--- config.mk ---
export PLATFORM = sky130hd
export DESIGN_NAME = dp_flag_cmp
export DESIGN_NICKNAME = d
export VERILOG_FILES = /design/src/rtl/dpc_pkg.sv /design/src/rtl/dpc_classify.sv /design/src/rtl/dpc_order.sv /design/src/rtl/dpc_flag_reg.sv /design/src/rtl/dp_flag_cmp.sv
export SDC_FILE = /design/constraint.sdc
export NUM_CORES = 1
export LEC_CHECK = 0
export BUFFER_PORTS_ARGS = -buffer_cell sky130_fd_sc_hd__buf_2
export CAP_MARGIN = 25
export CORE_ASPECT_RATIO = 0.75
export CORE_MARGIN = 4
export CORE_UTILIZATION = 30
export CTS_CLUSTER_DIAMETER = 50
export DETAILED_ROUTE_END_ITERATION = 10
export PLACE_DENSITY = 0.69
export SYNTH_ARGS = -nofsm -noshare
export SYNTH_HDL_FRONTEND = slang
export SYNTH_HIERARCHICAL = 1
export SYNTH_SLANG_ARGS = --single-unit
--- constraint.sdc ---
create_clock -name clk_i -period 1.9 [get_ports clk_i]
set_input_delay 0.38 -clock clk_i [delete_from_list [all_inputs] [get_ports clk_i]]
set_output_delay 0.38 -clock clk_i [all_outputs]
set_load 0.005 [all_outputs]
--- src/rtl/dpc_pkg.sv ---
package dpc_pkg;

  typedef enum logic [1:0] {
    CLS_GT = 2'd0,
    CLS_LT = 2'd1,
    CLS_EQ = 2'd2,
    CLS_UN = 2'd3
  } cmp_cls_e;

  typedef struct packed {
    logic zf;
    logic pf;
    logic cf;
  } zpc_t;

  typedef struct packed {
    logic of;
    logic af;
    logic sf;
    logic zf;
    logic pf;
    logic cf;
  } flags_t;

  function automatic zpc_t cls_to_zpc(cmp_cls_e cls);
    zpc_t r;
    case (cls)
      CLS_UN:  r = '{zf: 1'b1, pf: 1'b1, cf: 1'b1};
      CLS_LT:  r = '{zf: 1'b0, pf: 1'b0, cf: 1'b1};
      CLS_EQ:  r = '{zf: 1'b1, pf: 1'b0, cf: 1'b0};
      default: r = '{zf: 1'b0, pf: 1'b0, cf: 1'b0};
    endcase
    return r;
  endfunction

endpackage

--- src/rtl/dpc_classify.sv ---
module dpc_classify #(
  parameter int unsigned EXP_W  = 11,
  parameter int unsigned FRAC_W = 52,
  localparam int unsigned FP_W  = 1 + EXP_W + FRAC_W
) (
  input  logic [FP_W-1:0]  val_i,
  output logic             sign_o,
  output logic [FP_W-2:0]  mag_o,
  output logic             nan_o,
  output logic             snan_o,
  output logic             zero_o
);

  logic [EXP_W-1:0]  exp_w;
  logic [FRAC_W-1:0] frac_w;
  logic              exp_max;
  logic              frac_nz;

  assign sign_o  = val_i[FP_W-1];
  assign mag_o   = val_i[FP_W-2:0];
  assign exp_w   = val_i[FP_W-2:FRAC_W];
  assign frac_w  = val_i[FRAC_W-1:0];
  assign exp_max = &exp_w;
  assign frac_nz = |frac_w;

  assign nan_o   = exp_max && frac_nz;
  // quiet bit is fraction MSB
  assign snan_o  = nan_o && !frac_w[FRAC_W-1];
  assign zero_o  = ~|mag_o;

endmodule

--- src/rtl/dpc_order.sv ---
module dpc_order
  import dpc_pkg::*;
#(
  parameter int unsigned MAG_W = 63
) (
  input  logic             sign_a_i,
  input  logic [MAG_W-1:0] mag_a_i,
  input  logic             nan_a_i,
  input  logic             zero_a_i,
  input  logic             sign_b_i,
  input  logic [MAG_W-1:0] mag_b_i,
  input  logic             nan_b_i,
  input  logic             zero_b_i,
  output cmp_cls_e         cls_o
);

  logic mag_gt, mag_eq;

  assign mag_gt = mag_a_i > mag_b_i;
  assign mag_eq = mag_a_i == mag_b_i;

  always_comb begin
    if (nan_a_i || nan_b_i) begin
      cls_o = CLS_UN;
    end else if (zero_a_i && zero_b_i) begin
      cls_o = CLS_EQ;                       // +0 == -0
    end else if (sign_a_i != sign_b_i) begin
      cls_o = sign_a_i ? CLS_LT : CLS_GT;
    end else if (mag_eq) begin
      cls_o = CLS_EQ;
    end else if (mag_gt ^ sign_a_i) begin  // negative side reverses
      cls_o = CLS_GT;
    end else begin
      cls_o = CLS_LT;
    end
  end

endmodule

--- src/rtl/dpc_flag_reg.sv ---
module dpc_flag_reg
  import dpc_pkg::*;
(
  input  logic   clk_i,
  input  logic   rst_ni,
  input  logic   valid_i,
  input  zpc_t   zpc_i,
  input  logic   snan_i,
  input  logic   inv_mask_i,
  output flags_t flags_o,
  output logic   done_o,
  output logic   inv_o,
  output logic   xcpt_o
);

  flags_t flags_q;
  logic   done_q, inv_q, xcpt_q;
  logic   suppress;
  logic   wr_en;

  assign suppress = snan_i && !inv_mask_i;
  assign wr_en    = valid_i && !suppress;

  always_ff @(posedge clk_i or negedge rst_ni) begin
    if (!rst_ni) begin
      flags_q <= '0;
      done_q  <= 1'b0;
      inv_q   <= 1'b0;
      xcpt_q  <= 1'b0;
    end else begin
      done_q <= valid_i;
      inv_q  <= valid_i && snan_i;
      xcpt_q <= valid_i && suppress;
      if (wr_en) begin
        flags_q <= '{of: 1'b0, af: 1'b0, sf: 1'b0,
                     zf: zpc_i.zf, pf: zpc_i.pf, cf: zpc_i.cf};
      end
    end
  end

  assign flags_o = flags_q;
  assign done_o  = done_q;
  assign inv_o   = inv_q;
  assign xcpt_o  = xcpt_q;

endmodule

--- src/rtl/dp_flag_cmp.sv ---
module dp_flag_cmp
  import dpc_pkg::*;
#(
  parameter int unsigned BUS_W  = 128,
  parameter int unsigned EXP_W  = 11,
  parameter int unsigned FRAC_W = 52,
  localparam int unsigned FP_W  = 1 + EXP_W + FRAC_W,
  localparam int unsigned MAG_W = FP_W - 1,
  localparam int unsigned N_OP  = 2
) (
  input  logic             clk_i,
  input  logic             rst_ni,
  input  logic             valid_i,
  input  logic [BUS_W-1:0] opa_i,
  input  logic [BUS_W-1:0] opb_i,
  input  logic             inv_mask_i,
  output logic             zf_o,
  output logic             pf_o,
  output logic             cf_o,
  output logic             of_o,
  output logic             af_o,
  output logic             sf_o,
  output logic             done_o,
  output logic             inv_o,
  output logic             xcpt_o
);

  logic [FP_W-1:0]  op_val  [N_OP];
  logic             op_sign [N_OP];
  logic [MAG_W-1:0] op_mag  [N_OP];
  logic             op_nan  [N_OP];
  logic             op_snan [N_OP];
  logic             op_zero [N_OP];

  logic     unused_hi;
  cmp_cls_e cls;
  zpc_t     zpc;
  flags_t   flags;
  logic     snan_any;

  assign op_val[0] = opa_i[FP_W-1:0];
  assign op_val[1] = opb_i[FP_W-1:0];
  assign unused_hi = ^{opa_i[BUS_W-1:FP_W], opb_i[BUS_W-1:FP_W]};

  for (genvar g = 0; g < N_OP; g++) begin : g_op
    dpc_classify #(
      .EXP_W  (EXP_W),
      .FRAC_W (FRAC_W)
    ) u_cls (
      .val_i  (op_val[g]),
      .sign_o (op_sign[g]),
      .mag_o  (op_mag[g]),
      .nan_o  (op_nan[g]),
      .snan_o (op_snan[g]),
      .zero_o (op_zero[g])
    );
  end

  dpc_order #(
    .MAG_W (MAG_W)
  ) u_order (
    .sign_a_i (op_sign[0]),
    .mag_a_i  (op_mag[0]),
    .nan_a_i  (op_nan[0]),
    .zero_a_i (op_zero[0]),
    .sign_b_i (op_sign[1]),
    .mag_b_i  (op_mag[1]),
    .nan_b_i  (op_nan[1]),
    .zero_b_i (op_zero[1]),
    .cls_o    (cls)
  );

  assign zpc      = cls_to_zpc(cls);
  assign snan_any = op_snan[0] || op_snan[1];

  dpc_flag_reg u_reg (
    .clk_i      (clk_i),
    .rst_ni     (rst_ni),
    .valid_i    (valid_i),
    .zpc_i      (zpc),
    .snan_i     (snan_any),
    .inv_mask_i (inv_mask_i),
    .flags_o    (flags),
    .done_o     (done_o),
    .inv_o      (inv_o),
    .xcpt_o     (xcpt_o)
  );

  assign zf_o = flags.zf;
  assign pf_o = flags.pf;
  assign cf_o = flags.cf;
  assign of_o = flags.of;
  assign af_o = flags.af;
  assign sf_o = flags.sf;

endmodule

==> results of run 1 <==
[metal layers]
metal  routed length (um)  part of all wire
met1                 4720              0.46
met2                 4980              0.48
met3                  533             0.052
met4                   88            0.0085
met5                    0                 0
[worst max-delay path, stage by stage]
cell	delay [ps]
buf_2	120
ha_1	210
a21oi_2	150
o21ai_2	90
a211oi_2	380
o32ai_4	160
nor4_4	350
a31o_1	200
o21ai_2	60
and2_1	140
mux2_4	260
[through the flow]
step | hold WS, ps | power (mW)
floorplan | 84.4 | 0.642
global placement | 204 | 0.808
detailed placement | 211 | 0.826
CTS | 301 | 1.28
global route | 303 | 1.45
finish | 306 | 1.34
[power by group through the flow]
stage	sequential [mW]	combinational, mW	clock, mW
6_report	0.137	0.861	0.341
5_1_grt	0.137	0.958	0.357
3_3_place_gp	0.138	0.670	0
2_1_floorplan	0.138	0.504	0
4_1_cts	0.137	0.798	0.348
3_5_place_dp	0.138	0.688	0
[cell usage after synthesis]
master,number
a21oi_1,24
a31o_1,1
nand3b_1,1
o21ai_0,6
a22oi_1,1
or4_1,2
dfrtp_1,6
a21boi_1,1
and4bb_1,1
nor2_1,7
nand3_1,11
o32ai_1,1
and4_1,6
o21ai_2,2
nor3b_1,1
inv_1,67
nand4_2,2
ha_1,63
o221ai_1,1
and2_1,1
conb_1,1
mux2_2,3
a21o_1,4
nand4_1,18
o21ai_1,4
nand4b_1,2
buf_4,131
o2111ai_1,1
nor4_2,5
nor3_1,8
o21a_1,1
nor4_1,29
o21bai_1,1
a211oi_1,4
and2_2,1
nand2_1,14
or2_1,1
a21boi_0,1
nand2b_1,1
a221oi_1,3
clkbuf_1,2
nor2b_1,1
or2_2,2
[cells by family after synthesis]
logic type | count (synthesis)
compound gates | 56
buf+inv | 200
other cells | 1
mux | 3
flops | 6
fa+ha+maj | 63
simple gates | 114
[flip-flops by register name (all words and copies together), names as in the netlist]
register       flops
u_reg/done_o       1
u_reg/flags_o      3
u_reg/inv_o        1
u_reg/xcpt_o       1
[final cells by class]
| type | instances | area [sq um] | area share |
|---|---|---|---|
| Tap cell | 136 | 170 | 0.0376 |
| Clock buffer | 3 | 75.1 | 0.0166 |
| Inverter | 67 | 264 | 0.0584 |
| Multi-Input combinational cell | 239 | 2520 | 0.558 |
| Timing Repair Buffer | 204 | 1340 | 0.296 |
| Sequential cell | 6 | 150 | 0.0332 |
[worst paths after layout]
check,startpoint,to,slack (ps),cells past startpoint
max in group asynchronous,rst_ni,u_reg/flags_o[0],1240,2
min reg2reg,u_reg/flags_o[2],u_reg/flags_o[2],510,1
max,opa_i[15],u_reg/flags_o[1],-480,11
min,valid_i,u_reg/done_o,310,1
max reg2reg,u_reg/flags_o[0],u_reg/flags_o[0],1140,1
min in group asynchronous,rst_ni,u_reg/xcpt_o,510,2
[timing repair]
item | CTS | global route
hold buffers | 1 | 0
pin swaps | 40 | 19
gates resized for setup | 74 | 39
hold endpoints to repair | 6 | 0
setup buffers | 4 | 0
endpoints found under the setup margin | 5 | 5
==> metrics.cfg, run 1 <==
[clocking]
clk_latency_ps=230
cts_tree=built
numCtsBuffers=3
cts_sinks=6
clkTransAtPathRegs_ps=30
cts_htree_levels=1
root_buffer=clkbuf_16
clockBufferDepth=2

[global_route]
grt_max_degree=7
grt.busiest_layer=met2
met2_usage=0.268
antenna_found_initial=0
grt_pass1_wl_mm=15.8
globalRouteMet1Util=0.206
grtUsageMet3=0.0108
first_global_vias=3265
grt_usage=0.151
grt-ovfl-total=0

[detailed_routing]
first_iter_violations=87
vias_per_cell=4.85
wl_per_cell_um=15.8
num_vias=3176
final_antenna_net_count=0
drc=0
wirelength_mm=10.3
drt_first_pass_iters=4

[power]
switching_share=0.356
p_int_mw=0.862
p_leak_nw=2.20
power_switching_mw=0.476
powerDensity_mw_per_mm2=296
irDropWorstVdd_mv=0.215
combPwrFrac=0.643
p_clk_frac=0.255
power_frac_seq=0.102

[outcome]
violations=setup timing
outcome=complete, but fails checks

[timing]
fin_ws_ps=-481
fmax_mhz=420
fin_crit_ps=2380
skew_ps=0
rsz0062_at_grt=true
layout_worst_path_cycle_share=1.25
hold_viol_final=0
setup_viol=5
finalSetupTns_ps=-1420
slew_violations=0

[placement]
gp_congestion=0.904
dp_hpwl_mm=8.75
place_area_sq_mm=0.00379
placed_cells=648
io_buffer_count=137
dp_slack_ps=-951

[floorplan]
die_h_um=98.5
row_count=32
start_util=0.312
core_area_sq_mm=0.0105
die-area_sq_mm=0.0127
die_w_um=129
pin_count=269

[final_layout]
utilization=0.431
area_growth_pct=37.9
final.fill_count=1069
finalNonFillerCells=655
antenna_cells=0
drive_gt1_frac=0.592
finish.instance_area_sq_mm=0.00452
nets=844
layout_common_cells=buf_2 (112), buf_4 (70), inv_1 (44)
layout_commonest_cell=buf_2

[synthesis]
synth_cells=443
yosysUniqueCellTypes=43
synthTopCellsByArea=buf_4 (30%), ha_1 (24%), inv_1 (7.7%)
synth_simple_gate_area_frac=0.218
synth.avg_cell_area_sq_um=7.40
synth-adder-area-share=0.240
netlist_area_sq_mm=0.00328
synthMuxAreaShare=0.0103
synth_top_area_cell=buf_4
synth.top_cell.area_share=0.300
yosysWarnings=6
synth-compound-area-share=0.106
synth-xor-area-share=0
seq_area_frac_synth=0.0458
synth_top_family_by_area=buffers and inverters
synth_seq_cells=6

[hold_path]
min_path_type=in -> reg

[setup_path]
startpoint_type=input pin
end_kind=flop
crit_type=in -> reg
worstPathArrival_ps=2490
critPathRequiredTime_ps=2010
critPathMaxFanout=2

[run]
max_cap_violations=0

Power figures use the tool's default switching activity.
==> inputs of run 2 (changes only) <==
clock period = 2.4 ns   (was 1.9 ns; I/O delays follow)
==> run 2 against run 1 <==
Effect of this change: the flow still finishes with violations (setup timing); global-route usage shrank 0.54 points; register-to-register slack gained 490 ps; non-clock buffer count grew 2.
==> metrics.cfg, run 2 (synthesis gave the netlist of run 1 again) <==
[outcome]
outcome=complete, but fails checks
violations=setup timing

[power]
switching_share=0.358
power.total_mw=1.02
p_clk_frac=0.266
irDropWorstVdd_mv=0.169
power_switching_mw=0.364
powerDensity_mw_per_mm2=235
p_leak_nw=2.21
power_frac_seq=0.106
p_int_mw=0.652
combPwrFrac=0.628

[setup_path]
critPathMaxFanout=3
r2r-start=u_reg/flags_o[0]
crit_type=in -> reg
worstPathArrival_ps=2650
critPathRequiredTime_ps=2500
setup.worst_path.start=opb_i[50]
rrSetupSlack_ps=1630
end_kind=flop
rr_worst_depth=1
startpoint_type=input pin
r2r-end=u_reg/flags_o[0]

[hold_path]
min_path_type=in -> async

[final_layout]
layout_common_cells=buf_2 (129), buf_4 (67), inv_1 (55)
final.fill_count=1075
area_growth_pct=31.9
utilization=0.412
layout_commonest_cell=buf_2
nets=846
drive_gt1_frac=0.549
antenna_cells=0
finalNonFillerCells=657
largest_register_ffs=3

[timing]
skew_ps=0
fin_ws_ps=-149
hold_viol_final=0
fmax_mhz=392
slew_violations=0
setup_viol=2
holdWs_ps=67.3
rsz0062_at_grt=true
finalSetupTns_ps=-169
fin_crit_ps=2550
layout_worst_path_cycle_share=1.06

[detailed_routing]
num_vias=3073
final_antenna_net_count=0
wl_per_cell_um=15.0
vias_per_cell=4.68
first_iter_violations=72
wirelength_mm=9.87
drc=0
drt_first_pass_iters=4

[global_route]
grt_pass1_wl_mm=15.3
antenna_found_initial=0
grt_max_degree=7
grt-ovfl-total=0
grt_usage=0.146
first_global_vias=3197

[floorplan]
die_w_um=129
core_area_sq_mm=0.0105
die-area_sq_mm=0.0127
start_util=0.312
pin_count=269
die_h_um=98.5
row_count=32

[placement]
placed_cells=653
dp_hpwl_mm=8.77
gp_congestion=0.868
io_buffer_count=137

[clocking]
cts_sinks=6
clkTransAtPathRegs_ps=40
cts_tree=built
clockBufferDepth=2
root_buffer=clkbuf_16
clk_latency_ps=230
cts_htree_levels=1
numCtsBuffers=3

[run]
max_cap_violations=0

## run 2: layout make-up
cell class              count  area [sq um]  share of cell area
inverters                  67           259              0.0599
clock buffers               3          75.1              0.0174
well taps                 136           170              0.0394
flip-flops and latches      6           150              0.0347
repair buffers            206          1270               0.293
multi-input cells         239          2400               0.555
## run 2: stage by stage
stage               cell area (sq um)  setup slack, ps
finish                           4320             -149
global route                     4320             -313
CTS                              4120             -162
detailed placement               3830             -457
global placement                 3830             -460
floorplan                        3480             -110
## run 2: repair_timing
| item | in CTS | in global routing |
|---|---|---|
| resized for setup | 39 | 34 |
| setup buffers | 0 | 1 |
| setup endpoints to repair | 3 | 3 |
| cloned | 0 | 0 |
| endpoints found under the hold margin | 0 | 0 |
| hold buffers | 0 | 0 |
| pin swaps | 21 | 20 |
## run 2: how the worst max path moves through the flow
stage | end | slack (ps) | cells after the start
2_1_floorplan | u_reg/flags_o[1] | -110 | 10
3_3_place_gp | u_reg/flags_o[1] | -460 | 14
3_5_place_dp | u_reg/flags_o[1] | -460 | 14
4_1_cts | u_reg/flags_o[1] | -160 | 15
5_1_grt | u_reg/flags_o[1] | -310 | 13
6_report | u_reg/flags_o[1] | -150 | 13
## run 2: power by group through the flow
stage | registers [mW] | logic [mW] | clock network (mW)
after floorplan | 0.109 | 0.399 | 0
after global placement | 0.109 | 0.538 | 0
after detailed placement | 0.109 | 0.555 | 0
after CTS | 0.108 | 0.598 | 0.276
after global routing | 0.108 | 0.715 | 0.279
final | 0.108 | 0.638 | 0.270
## run 2: critical path: stages
cell and delay, ps:
buf_2 120, inv_2 60, ha_4 200, a21oi_1 140, o21ai_1 110, a221oi_4 340, o32ai_4 140, nor4_4 290
buf_4 150, a31o_1 150, o21ai_2 70, and2_4 130, mux2_4 260
## run 2: metal layers
metal / track usage / vias up / share of wire
met1: 0.210 / 1395 / 0.46
met5: 0 / - / 0
met2: 0.246 / 89 / 0.48
li1: - / 1581 / -
met4: 0.0169 / 0 / 0.0092
met3: 0.0103 / 8 / 0.049
==> inputs of run 3 (changes only) <==
CORE_UTILIZATION = 25   (was 30)
PLACE_DENSITY = 0.6   (was 0.69)
REMOVE_ABC_BUFFERS = 1   (was default)
SLEW_MARGIN = 40   (was default)
==> run 3 against run 2 <==
Effect of this change: the flow still finishes with violations (setup timing); worst setup slack gained 64 ps; maximum frequency increased by 2.6%; utilization down 4.6 points; sequential cell count is the same; worst hold slack worse by 0.96 ps; sequential power hardly changed; count of clock-buffer cells in the layout unchanged; via count grew 1.1%; non-clock buffer count grew 14; critical path type unchanged; largest cell class unchanged.
==> metrics.cfg, run 3 (synthesis gave the netlist of run 1 again) <==
[timing]
holdWs_ps=66.4
slew_violations=0
setup_viol=2
rsz0062_at_grt=true
fmax_mhz=402
layout_worst_path_cycle_share=1.04
hold_viol_final=0
skew_ps=0
fin_ws_ps=-85.3
fin_crit_ps=2490

[clocking]
numCtsBuffers=3
clkTransAtPathRegs_ps=30
root_buffer=clkbuf_16
cts_hold_buf=0
clockBufferDepth=2
cts_sinks=6
cts_tree=built
clk_latency_ps=230
cts_htree_levels=1

[power]
p_leak_nw=2.30
p_int_mw=0.693
power_frac_seq=0.102
powerDensity_mw_per_mm2=230
irDropWorstVdd_mv=0.167
combPwrFrac=0.643
p_clk_frac=0.255
switching_share=0.345
power_switching_mw=0.365

[floorplan]
core_area_sq_mm=0.0126
die_h_um=107
row_count=35
die_w_um=140
die-area_sq_mm=0.0150
start_util=0.261
pin_count=269

[setup_path]
worstPathArrival_ps=2600
critPathSlowestCell=or4_4
critPathRequiredTime_ps=2510
crit_type=in -> reg
critPathMaxFanout=3
crit_buf_inv=1
startpoint_type=input pin
cp_slowest_stage_delay_ps=560
critPathTopFamily=simple AND/OR/NAND/NOR gates
worstPathCellList=buf_2 > ha_4 > nand4_4 > or4_4 > nor4_4 > a21o_1 > a31o_1 > o21ai_2 > and2_4 > mux2_4
end_kind=flop

[global_route]
antenna_found_initial=2
grt_max_degree=7
first_global_vias=3153
grt_usage=0.124
grt_pass1_wl_mm=15.2
grt-ovfl-total=0

[final_layout]
nets=860
layout_common_cells=buf_2 (107), buf_4 (85), inv_1 (48)
largest_register_ffs=3
multi_input_area_sq_mm=0.00240
final.fill_count=1301
final-seq-area_sq_um=150
finish.instance_area_sq_mm=0.00460
drive_gt1_frac=0.561
layout_commonest_cell=buf_2
area_growth_pct=40.4

[detailed_routing]
drt_first_pass_iters=4
first_iter_violations=77
met3WireLength_um=533
wl_per_cell_um=14.9
wirelength_mm=10.5
drc=0
vias_per_cell=4.43
topRoutingLayerUsed=met5
final_antenna_net_count=0
num_vias=3108
wl_met1_mm=4.74
wl_met2_mm=5.05

[placement]
io_buffer_count=137
place_area_sq_mm=0.00378
dp_hpwl_mm=8.92
gp_congestion=0.884

[hold_path]
min_path_type=in -> async

[outcome]
outcome=complete, but fails checks
violations=setup timing

[run]
max_cap_violations=0

==> run 3: cell types whose count changed in the layout (fill, tap and decap cells not counted), moves of 3 or more <==
| cell | change |
|---|---|
| nor4_1 | +6 |
| nor3_1 | +3 |
| a21oi_2 | -4 |
| buf_2 | -22 |
| inv_2 | +6 |
| a21oi_1 | +4 |
| nor4_2 | -5 |
| ha_1 | -10 |
| inv_1 | -7 |
| buf_4 | +18 |
| ha_4 | +10 |
| buf_6 | +16 |
==> run 3: routing by layer <==
metal  vias up  track usage
li1       1609            -
met1      1390        0.166
met2        93        0.212
met3        14       0.0147
met4         2       0.0284
met5         -            0
==> run 3: through the flow <==
stage                     cells  total power, mW  utilization  setup TNS, ps  worst slack [ps]
after floorplan             312            0.316            -          -52.9             -52.9
after global placement      694            0.640        0.301          -1090              -430
after detailed placement    694            0.642        0.301          -1090              -422
after CTS                   700            0.973        0.334           -208              -111
after global routing        702             1.15        0.366           -392              -198
final                       702             1.06        0.366           -144             -85.3
==> run 3: final timing paths <==
| path | startpoint | to | slack, ps | depth (start not counted) |
|---|---|---|---|---|
| worst max-delay path | opa_i[21] | u_reg/flags_o[1] | -90 | 10 |
| worst min-delay path | rst_ni | u_reg/flags_o[0] | 70 | 1 |
| worst max register to register | u_reg/flags_o[2] | u_reg/flags_o[2] | 1650 | 1 |
| worst min register to register | u_reg/flags_o[1] | u_reg/flags_o[1] | 500 | 1 |
| max in group asynchronous | rst_ni | u_reg/done_o | 2190 | 1 |
| min in group clk_i | valid_i | u_reg/done_o | 410 | 1 |
==> run 3: final cells by class <==
type                            count  share of cell area
Multi-Input combinational cell    239               0.522
Timing Repair Buffer              220               0.327
Sequential cell                     6              0.0326
Inverter                           67              0.0568
Clock buffer                        3              0.0163
Antenna cell                        1            0.000544
Tap cell                          166              0.0451
==> run 3: repair_timing <==
| action | 4_1_cts | 5_1_grt |
|---|---|---|
| pin swaps | 19 | 27 |
| endpoints found under the setup margin | 3 | 3 |
| gates resized for setup | 57 | 61 |
| endpoints found under the hold margin | 0 | 0 |
| setup buffers | 3 | 1 |
==> run 3: power by group through the flow <==
| stage | sequential [mW] | combinational [mW] | clock, mW |
|---|---|---|---|
| after floorplan | 0.109 | 0.207 | 0 |
| after detailed placement | 0.109 | 0.533 | 0 |
| after CTS | 0.108 | 0.592 | 0.272 |
| final | 0.108 | 0.680 | 0.270 |
| after global placement | 0.108 | 0.532 | 0 |
| after global routing | 0.108 | 0.757 | 0.280 |
